$ cat src/rtl/bsel_pkg.sv
package bsel_pkg;
   typedef enum logic [1:0] {
      ST_IDLE = 2'd0,
      ST_SCAN = 2'd1,
      ST_DONE = 2'd2
   } bsel_state_e;
endpackage

$ cat src/rtl/bsel_addr_gen.sv
module bsel_addr_gen #(
   parameter int ADDR_W      = 15,
   parameter int FIELD_BYTES = 16
) (
   input  logic              clk_i,
   input  logic              rst_ni,
   input  logic              go_i,
   output logic              rd_en_o,
   output logic [ADDR_W-1:0] rd_addr_o
);
   localparam int IDX_W = $clog2(FIELD_BYTES);
   localparam logic [ADDR_W-1:0] TOP_ADDR = '1;
   localparam logic [IDX_W-1:0]  LAST_IDX = IDX_W'(FIELD_BYTES - 1);

   logic             active_q;
   logic [IDX_W-1:0] idx_q;

   always_ff @(posedge clk_i or negedge rst_ni) begin
      if (!rst_ni) begin
         active_q <= 1'b0;
         idx_q    <= '0;
      end else if (!active_q) begin
         if (go_i) begin
            active_q <= 1'b1;
            idx_q    <= '0;
         end
      end else if (idx_q == LAST_IDX) begin
         active_q <= 1'b0;
      end else begin
         idx_q <= idx_q + 1'b1;
      end
   end

   assign rd_en_o   = active_q;
   assign rd_addr_o = TOP_ADDR - ADDR_W'(idx_q);
endmodule

$ cat src/rtl/bsel_rd_pipe.sv
module bsel_rd_pipe #(
   parameter int RD_LAT = 1
) (
   input  logic clk_i,
   input  logic rst_ni,
   input  logic req_i,
   output logic vld_o
);
   generate
      if (RD_LAT == 1) begin : g_single
         logic vld_q;
         always_ff @(posedge clk_i or negedge rst_ni) begin
            if (!rst_ni) vld_q <= 1'b0;
            else         vld_q <= req_i;
         end
         assign vld_o = vld_q;
      end else begin : g_chain
         logic [RD_LAT-1:0] sh_q;
         always_ff @(posedge clk_i or negedge rst_ni) begin
            if (!rst_ni) sh_q <= '0;
            else         sh_q <= {sh_q[RD_LAT-2:0], req_i};
         end
         assign vld_o = sh_q[RD_LAT-1];
      end
   endgenerate
endmodule

$ cat src/rtl/bsel_popcount.sv
module bsel_popcount #(
   parameter int DATA_W = 8,
   parameter int CNT_W  = 8
) (
   input  logic [DATA_W-1:0] data_i,
   output logic [CNT_W-1:0]  ones_o
);
   logic [CNT_W-1:0] part [DATA_W+1];

   assign part[0] = '0;
   generate
      for (genvar b = 0; b < DATA_W; b++) begin : g_bit
         assign part[b+1] = part[b] + CNT_W'(data_i[b]);
      end
   endgenerate

   assign ones_o = part[DATA_W];
endmodule

$ cat src/rtl/bsel_top.sv
module bsel_top
   import bsel_pkg::*;
#(
   parameter int ADDR_W       = 15,
   parameter int DATA_W       = 8,
   parameter int FIELD_BYTES  = 16,
   parameter int RD_LAT       = 1,
   parameter bit EVEN_IS_PROT = 1'b1
) (
   input  logic              clk_i,
   input  logic              rst_ni,
   input  logic              start_i,
   output logic              rd_en_o,
   output logic [ADDR_W-1:0] rd_addr_o,
   input  logic [DATA_W-1:0] rd_data_i,
   output logic              done_o,
   output logic              sel_prot_o,
   output logic              core_hold_o
);
   localparam int TOTAL_BITS = FIELD_BYTES * DATA_W;
   localparam int CNT_W      = $clog2(TOTAL_BITS + 1);
   localparam int IDX_W      = $clog2(FIELD_BYTES);
   localparam logic [IDX_W-1:0] LAST_IDX = IDX_W'(FIELD_BYTES - 1);

   generate
      if (FIELD_BYTES < 2) begin : g_bad_field
         $error("FIELD_BYTES must be at least 2");
      end
      if (ADDR_W <= IDX_W) begin : g_bad_addr
         $error("ADDR_W too small for the control field");
      end
      if (RD_LAT < 1) begin : g_bad_lat
         $error("RD_LAT must be at least 1");
      end
      if (DATA_W < 1) begin : g_bad_data
         $error("DATA_W must be at least 1");
      end
   endgenerate

   bsel_state_e      state_q;
   logic             go;
   logic             rx_vld;
   logic [IDX_W-1:0] rx_idx_q;
   logic [CNT_W-1:0] acc_q;
   logic [CNT_W-1:0] byte_ones;
   logic [CNT_W-1:0] total;
   logic             odd_total;
   logic             pick_prot;
   logic             done_q;
   logic             sel_q;

   assign go = (state_q == ST_IDLE) && start_i;

   bsel_addr_gen #(
      .ADDR_W      (ADDR_W),
      .FIELD_BYTES (FIELD_BYTES)
   ) addr_gen_i (
      .clk_i     (clk_i),
      .rst_ni    (rst_ni),
      .go_i      (go),
      .rd_en_o   (rd_en_o),
      .rd_addr_o (rd_addr_o)
   );

   bsel_rd_pipe #(
      .RD_LAT (RD_LAT)
   ) rd_pipe_i (
      .clk_i  (clk_i),
      .rst_ni (rst_ni),
      .req_i  (rd_en_o),
      .vld_o  (rx_vld)
   );

   bsel_popcount #(
      .DATA_W (DATA_W),
      .CNT_W  (CNT_W)
   ) popcount_i (
      .data_i (rd_data_i),
      .ones_o (byte_ones)
   );

   assign total     = acc_q + byte_ones;
   assign odd_total = total[0];

   generate
      if (EVEN_IS_PROT) begin : g_even_prot
         assign pick_prot = ~odd_total;
      end else begin : g_odd_prot
         assign pick_prot = odd_total;
      end
   endgenerate

   always_ff @(posedge clk_i or negedge rst_ni) begin
      if (!rst_ni) begin
         state_q  <= ST_IDLE;
         rx_idx_q <= '0;
         acc_q    <= '0;
         done_q   <= 1'b0;
         sel_q    <= 1'b0;
      end else begin
         case (state_q)
            ST_IDLE: begin
               if (go) begin
                  state_q  <= ST_SCAN;
                  rx_idx_q <= '0;
                  acc_q    <= '0;
               end
            end
            ST_SCAN: begin
               if (rx_vld) begin
                  acc_q    <= total;
                  rx_idx_q <= rx_idx_q + 1'b1;
                  if (rx_idx_q == LAST_IDX) begin
                     state_q <= ST_DONE;
                     done_q  <= 1'b1;
                     sel_q   <= pick_prot;
                  end
               end
            end
            ST_DONE: begin
               state_q <= ST_DONE;
            end
            default: state_q <= ST_IDLE;
         endcase
      end
   end

   assign done_o      = done_q;
   assign sel_prot_o  = sel_q;
   assign core_hold_o = ~done_q;
endmodule

$ cat config.mk
export PLATFORM = sky130hd
export DESIGN_NAME = bsel_top
export DESIGN_NICKNAME = d
export VERILOG_FILES = /design/src/rtl/bsel_pkg.sv /design/src/rtl/bsel_addr_gen.sv /design/src/rtl/bsel_rd_pipe.sv /design/src/rtl/bsel_popcount.sv /design/src/rtl/bsel_top.sv
export SDC_FILE = /design/constraint.sdc
export NUM_CORES = 1
export LEC_CHECK = 0
export BUFFER_PORTS_ARGS = -buffer_cell sky130_fd_sc_hd__buf_2
export CORE_ASPECT_RATIO = 1.25
export CORE_UTILIZATION = 51
export CTS_CLUSTER_DIAMETER = 80
export DETAILED_ROUTE_END_ITERATION = 8
export HOLD_SLACK_MARGIN = 0.06
export PLACE_DENSITY_LB_ADDON = 0.12
export SYNTH_ARGS = -nofsm -noshare
export SYNTH_HDL_FRONTEND = slang
export SYNTH_HIERARCHICAL = 1
export SYNTH_SLANG_ARGS = --single-unit
$ cat constraint.sdc
create_clock -name clk_i -period 1.99 [get_ports clk_i]
set_input_delay 0.2985 -clock clk_i [delete_from_list [all_inputs] [get_ports clk_i]]
set_output_delay 0.2985 -clock clk_i [all_outputs]
set_load 0.03 [all_outputs]
Word-level counts from Yosys, hierarchy flattened
Cells that the tools add are included.

$add $sub $neg: 11. Equality and inequality tests: 8. Mux-type cells: 15. Bitwise logic cells: 2. Reduce and logical (&&, ||, !) cells: 8.

Operators by type and width (count): adder 8 x 1 -> 8 bit (6); two-way mux 4 bit (4); two-way mux 8 bit (2); case mux 8 bit (2 select lines) (1); AND reduction 3 bit (3); adder 4 x 1 -> 4 bit (second input constant) (2); adder 8 bit (1); == test 4 bit (second input constant) (2); case mux 4 bit (2 select lines) (1); two-way mux 2 bit (3); case mux 2 bit (3 select lines) (1); subtractor 1 x 5 -> 6 bit (first input constant) (1); inequality test 2 x 1 -> 1 bit (second input constant) (2); inequality test 2 bit (second input constant) (2); nonzero test 2 bit (2); two-way mux 1 bit (3); adder 1 x 1 -> 2 bit (1); == test 2 x 1 -> 1 bit (second input constant) (1); == test 2 bit (second input constant) (1); logical NOT 2 bit (1); NOT 1 bit (2); AND reduction 2 bit (1); logical AND 1 bit (1).

Flip-flop bits (word level): 22. Input port bits: 11. Output and inout bits: 19. Word-level logic and storage cells: 52.

Depth between registers and ports, before layout
Gate-level depths: netlist of run 1.

Depth after elaboration: 10. Depth in mapped cells: 9. Gate-level depth less buffers: 9.

Hierarchy
The synthesis of run 1 kept the hierarchy.

By module, submodules not included: bsel_top (instances 1, cells each 54, area an instance 535.5 um2, seq. area each 225.2 um2); bsel_addr_gen (instances 1, cells each 42, area an instance 361.6 um2, seq. area each 125.1 um2); bsel_popcount (instances 1, cells each 18, area an instance 172.7 um2, seq. area each 0.0 um2); bsel_rd_pipe (instances 1, cells each 1, area an instance 25.0 um2, seq. area each 25.0 um2).

Worst setup path before layout of run 1
No wires, ideal clock.

Kind: input to register. Start: in rd_data_i[0]. End: reg acc_q[0]. Setup time: 0.069 ns. Data arrival time: 2.672 ns. Required time: 1.921 ns. Slack: -0.751 ns. Cell stages on the path: 9. Path buffers: 0. Cells stage by stage: fa_1 inv_1 fa_1 inv_1 ha_1 fa_1 nand2_1 or4_1 nand3_1.

Longest elaborated chain between the ends: 10.

Ends and longest elaborated chain: from (decl) (RTL line bsel_top.sv:15) `input logic [DATA_W-1:0] rd_data_i,`; adder 1 x 1 -> 2 bit (RTL line bsel_popcount.sv:13) `assign part[b+1] = part[b] + CNT_W'(data_i[b]);`; adder 8 x 1 -> 8 bit (6 in series) (RTL line bsel_popcount.sv:13); via byte_ones[0] (RTL line bsel_top.sv:45) `logic [CNT_W-1:0] byte_ones;`; adder 8 bit (RTL line bsel_top.sv:82) `assign total = acc_q + byte_ones;`; two-way mux 8 bit (RTL line bsel_top.sv:110) `if (rx_vld) begin`; case mux 8 bit (2 select lines) (RTL line bsel_top.sv:101) `case (state_q)`; to (signal assigned) (RTL line bsel_top.sv:111) `acc_q <= total;`; to (decl) (RTL line bsel_top.sv:44) `logic [CNT_W-1:0] acc_q;`.

The timed path passes the listed nets, and every way through them passes these cells. The select of a mux whose other input is x is not followed. A chain may end at the register's enable or synchronous reset.

Final worst setup path of run 1
Same ends and word-level chain as after synthesis.

==> metrics.csv, run 1 <==
stage,metric,value,unit
route,Pre-antenna DRT Iters,2,
cts,root buffer cell,clkbuf_4,
layout,Layout area overhead,13.0,%
floorplan,Die ar.,0.00216,mm^2
placed_design,placed insts,140,
setup_path,R2R setup slack,0.43,ns
outcome,run status,finished with violations,
route,Routed WL per cell,11.5,um
route,Via density,5.12,
logic_synthesis,Gate Count Post-Synth,105,
floorplan,Initial Utilization,55.8,%
floorplan,area of the core,0.00181,mm^2
route,Post-DRT Antenna Nets,0,
route,final wirelength,1.68,mm
layout,# diodes,0,
floorplan,Chip Height,51.7,um
floorplan,FP Rows,17,
cts,clock sinks,15,
placed_design,DPL Wire Length,1.30,mm
cts,Clock Pin Slew Worst Setup and Hold Paths,0.10,ns
timing,final hold viol count,0,
grt,global-route wire length before repair,2.89,mm
grt,initial antenna violation count,0,
floorplan,Chip Width,41.8,um
hold_path,hold endpoint,rx_idx_q[0],
timing,unrepaired setup endpoints after global routing,yes,
setup_path,CP Max Fanout,2,
setup_path,R2R cell count,5,
layout,Finished Layout Cells,146,
setup_path,WS Path Type,in2reg,
hold_path,Hold Path Depth,4,
placed_design,routability cong.,0.756,
hold_path,Worst Hold Class,in2reg,
timing,fmax,393,MHz
power_and_ir_drop,Pleak,0.000575,uW
floorplan,# IOs,30,
cts,CTS tree,yes,
route,drt drc,0,
outcome,failing checks,negative setup slack,
timing,Tcrit/Tclk final,128,%
setup_path,Crit path arrival time,2.77,ns
timing,Clock Skews,0.00696,ns
power_and_ir_drop,PwrDens,1430,mW/mm^2
layout,nets,148,
grt,largest net degree at the start of global routing,16,
logic_synthesis,Mean Syn Cell Area,9.62,um^2
logic_synthesis,Post-Syn Area,0.00101,mm^2
hold_path,Worst Hold Launch,start_i,
grt,GRT Overall Usage,17.7,%
logic_synthesis,YS warnings,6,
setup_path,RR Endpoint,state_q[0],
power_and_ir_drop,Worst IR Drop VDD,841,uV
grt,vias in the first global route,723,
setup_path,Critical R2R Launch,state_q[0],
setup_path,CP required,2.22,ns
timing,fin. max-slew vios,0,
timing,worst setup margin,-0.557,ns
cts,worst skew pair latency,0.28,ns
cts,Longest Clk Path Bufs,2,
power_and_ir_drop,Design Power,1630,uW
cts,H-tree depth,1,
timing,Final setup violation count,2,
timing,final worst path period need,2.55,ns
flow_run,Max Cap Viol,0,
route,Iter 0 DRT Violations,4,
grt,grt total ovfl,0,
layout,share of post-route cells with drive strength above 1,26.8,%
route,DR vias,748,
setup_path,Worst Setup Start Kind,input port,
placed_design,Port-buffer cells,18,
setup_path,Critical Path Sink Type,flip-flop,
layout,Fillers,166,
cts,CTS Buf Count,3,
-- cell type report --
type                            count  area [um^2]  share of cell area (%)
Sequential cell                    15          375                    32.9
Timing Repair Buffer               21          121                    10.6
Inverter                           14         52.6                    4.61
Clock buffer                        4         26.3                    2.30
Tap cell                           19         23.8                    2.08
Multi-Input combinational cell     73          542                    47.5
-- registers in the layout (all words and copies together), names as in the netlist --
signal              count
sel_prot_o              1
done_o                  1
addr_gen_i/rd_en_o      1
addr_gen_i/idx_q        4
state_q                 2
rx_idx_q                4
rd_pipe_i/vld_o         1
acc_q                   1
-- placed cells by master, fill, tap and decap left out, types with 2 or more instances in the layout --
cell	n
fa_1	3
inv_1	13
nand4_1	2
mux2_2	2
clkbuf_4	3
nand2_1	12
dfrtp_1	15
a211oi_1	3
buf_2	17
nor2_1	3
conb_1	11
nand3_1	8
buf_4	2
a21oi_1	3
ha_1	5
-- power by group --
part           internal [uW]  switching, uW
sequential               440            159
clock                   77.7           98.2
combinational            360            496
-- through the flow --
stage	utilization, %	hold slack, ns	cell area [um^2]	setup TNS (ns)	setup slack [ns]
after CTS	62.6	0.409	1130	-1.07	-0.548
final	63.1	0.418	1140	-1.07	-0.557
after floorplan	-	0.00291	1060	-1.30	-0.710
after global placement	59.9	0.221	1080	-1.57	-0.843
after detailed placement	59.9	0.221	1080	-1.67	-0.900
after global routing	63.1	0.452	1140	-1.27	-0.663
-- worst max-delay path, cell delays in order --
cell and delay [ns]:
buf_6 0.09, fa_1 0.52, inv_1 0.05, fa_1 0.49, inv_2 0.04, ha_4 0.20
fa_1 0.49, nand2_1 0.08, or4_4 0.42, nand3_2 0.08
-- worst max-delay path by stage --
stage | from | endpoint | slack, ns
detailed placement | rd_data_i[0] | acc_q[0] | -0.90
floorplan | rd_data_i[0] | acc_q[0] | -0.71
finish | rd_data_i[0] | acc_q[0] | -0.56
CTS | rd_data_i[0] | acc_q[0] | -0.55
global placement | rd_data_i[0] | acc_q[0] | -0.84
global route | rd_data_i[0] | acc_q[0] | -0.66
-- timing repair --
| item | in CTS | in global routing |
|---|---|---|
| setup buffers | 1 | 0 |
| gates resized for setup | 2 | 2 |
| hold endpoints to repair | 15 | 0 |
| pin swaps | 2 | 0 |
| hold buffers | 1 | 0 |
| endpoints found under the setup margin | 2 | 2 |
-- routing by layer --
| layer | track usage [%] | up-vias | share of wire (%) |
|---|---|---|---|
| li1 | - | 371 | - |
| met1 | 18.9 | 364 | 41 |
| met2 | 32.8 | 11 | 55 |
| met3 | 3.13 | 2 | 2.4 |
| met4 | 9.68 | 0 | 1.0 |
| met5 | 0 | - | 0 |
(Power assumes the default switching activity.)
==> run 2, diff against run 1 <==
- CORE_UTILIZATION: 51 -> 55
- clock period: 1.99 -> 3.12 ns (I/O delays scaled with it)
==> metrics.csv, run 2 (same netlist as run 1, synthesis figures left out) <==
stage,metric,value,unit,change
layout,share of post-route cells with drive strength above 1,22.6,%,-4.2 points
power_and_ir_drop,Pleak,0.000552,uW,-4.0%
layout,"commonest non-fill, non-tap cell in the layout",buf_2,,
setup_path,Crit path arrival time,3.01,ns,+0.24 ns
power_and_ir_drop,Internal,541,uW,-38%
timing,final worst path period need,2.79,ns,
power_and_ir_drop,Psw,469,uW,-38%
flow_run,Max Cap Viol,0,,unchanged
route,Pre-antenna DRT Iters,4,,+2
timing,worst setup margin,0.334,ns,+0.891 ns
floorplan,Die ar.,0.00201,mm^2,-6.9%
floorplan,Chip Width,40.3,um,-3.5%
layout,FF+latch area,375,um^2,unchanged
floorplan,FP Rows,16,,-1
floorplan,Chip Height,49.9,um,-3.6%
grt,M3 GR Usage,5.41,%,+2.3 points
outcome,run status,"complete, no violations",,
timing,Final setup violation count,0,,-2
floorplan,Initial Utilization,61.5,%,+5.7 points
power_and_ir_drop,switch share,46.4,%,+0.26 points
cts,CTS tree,yes,,
grt,M1 GR Usage,21.9,%,+3.0 points
setup_path,WS Path Type,in2reg,,
placed_design,pre-CTS setup slack,0.0318,ns,+0.932 ns
grt,vias in the first global route,690,,-4.6%
cts,Longest Clk Path Bufs,2,,unchanged
layout,Final Cell Area,0.00109,mm^2,-4.7%
layout,Largest regs,"addr_gen_i/idx_q (4), rx_idx_q (4), state_q (2)",,
timing,Final TNS setup,0,ns,+1.07 ns
timing,final hold viol count,0,,unchanged
route,Post-DRT Antenna Nets,0,,unchanged
placed_design,DPL Wire Length,1.29,mm,-0.68%
floorplan,area of the core,0.00164,mm^2,-9.2%
grt,largest net degree at the start of global routing,16,,unchanged
grt,GRT Overall Usage,20.3,%,+2.6 points
setup_path,Critical Path Sink Type,flip-flop,,
setup_path,CP required,3.35,ns,+1.13 ns
hold_path,Worst Hold Class,in2async,,
route,final wirelength,1.61,mm,-4.2%
layout,Fillers,138,,-17%
grt,grt total ovfl,0,,unchanged
timing,Clock Skews,0.000677,ns,-0.00628 ns
floorplan,# IOs,30,,unchanged
setup_path,CP Max Fanout,2,,unchanged
setup_path,CP most frequent cell,fa_1,,
setup_path,CP max stage delay,0.53,ns,about the same
placed_design,Port-buffer cells,18,,unchanged
cts,H-tree depth,1,,unchanged
cts,CTS Buf Count,3,,unchanged
layout,Layout area overhead,7.68,%,
grt,GR Util met2,33.3,%,+0.52 points
grt,gr busiest metal,met2,,
cts,post-CTS sizing,0,,-2
route,DR vias,741,,-0.94%
route,drt drc,0,,unchanged
route,Iter 0 DRT Violations,6,,+2
power_and_ir_drop,PwrDens,929,mW/mm^2,-35%
route,Routed WL per cell,11.4,um,-1.5%
layout,nets,145,,-2.0%
grt,initial antenna violation count,0,,unchanged
cts,clock sinks,15,,unchanged
timing,fin. max-slew vios,0,,unchanged
power_and_ir_drop,sequential power share,37.9,%,+1.2 points
setup_path,"CP delay by family, top",adder cells,,
timing,unrepaired setup endpoints after global routing,no,,
layout,area occupied by multi-input gates,520,um^2,-3.9%
cts,root buffer cell,clkbuf_4,,
power_and_ir_drop,Worst IR Drop VDD,523,uV,-38%
power_and_ir_drop,Clk pwr share,11.0,%,+0.2 points
cts,CTS Hold Buffers Added,0,,-1
placed_design,routability cong.,0.676,,-11%
placed_design,Post-DP Area,0.00106,mm^2,-2.0%
setup_path,Worst Setup Start Kind,input port,,
setup_path,critical-path cell list,buf_2 -> fa_1 -> inv_1 -> fa_1 -> inv_1 -> ha_1 -> fa_1 -> nand2_1 -> or4_1 -> nand3_1,,
layout,# diodes,0,,unchanged
grt,global-route wire length before repair,2.79,mm,-3.6%
route,Via density,5.22,,+1.9%
setup_path,crit path buf inv count,3,,unchanged
cts,worst skew pair latency,0.28,ns,about the same
setup_path,"slowest stage cell, crit path",fa_1,,
layout,most frequent cells in the layout,"18 x buf_2, 15 x dfrtp_1, 14 x inv_1",,
cts,Clock Pin Slew Worst Setup and Hold Paths,0.08,ns,-0.02 ns
timing,Tcrit/Tclk final,89.3,%,
cts,Setup Buffers After CTS,0,,-1
power_and_ir_drop,Logic pwr share,51.1,%,-1.4 points
timing,fmax,359,MHz,
==> run 2: cell types whose count changed in the layout (fill, tap and decap cells not counted) <==
cell	before	now
nand3_1	8	9
nand3_2	1	0
or4_4	1	0
buf_2	17	18
dlygate4sd3_1	1	0
buf_6	1	0
or4_1	1	2
inv_1	13	14
inv_2	1	0
ha_1	5	6
buf_4	2	0
ha_4	1	0
==> run 2: cell type report <==
class                   count  area share (%)
multi-input cells          73            47.9
flip-flops and latches     15            34.5
repair buffers             18            8.29
inverters                  14            4.83
clock buffers               4            2.42
well taps                  18            2.07
==> run 2: final timing paths <==
kind	slack, ns	start	cells after the start	to
max	0.33	rd_data_i[0]	10	acc_q[0]
min	0.06	rst_ni	1	acc_q[0]
max reg2reg	1.49	state_q[1]	5	sel_prot_o
min reg2reg	0.46	done_o	2	done_o
max in group asynchronous	2.83	rst_ni	1	addr_gen_i/idx_q[0]
min in group clk_i	0.46	done_o	2	done_o
==> run 2: per-layer routing <==
layer	up-vias	wire, um
li1	366	-
met1	357	670
met2	13	848
met3	5	48
met4	0	46
met5	-	0
==> run 2: power groups by stage <==
stage / Clock (uW) / Combinational [uW] / Sequential (uW)
2_1_floorplan: 0 / 426 / 377
3_3_place_gp: 0 / 500 / 382
3_5_place_dp: 0 / 518 / 386
4_1_cts: 116 / 522 / 383
5_1_grt: 127 / 580 / 403
6_report: 111 / 516 / 383
==> run 2: metrics by stage <==
stage	hold slack (ns)	total power [uW]	utilization [%]	instances
2_1_floorplan	0.172	803	-	115
3_3_place_gp	0.386	883	64.6	138
3_5_place_dp	0.383	905	64.6	138
4_1_cts	0.0638	1020	66.2	142
5_1_grt	0.0636	1110	66.2	142
6_report	0.0609	1010	66.2	142
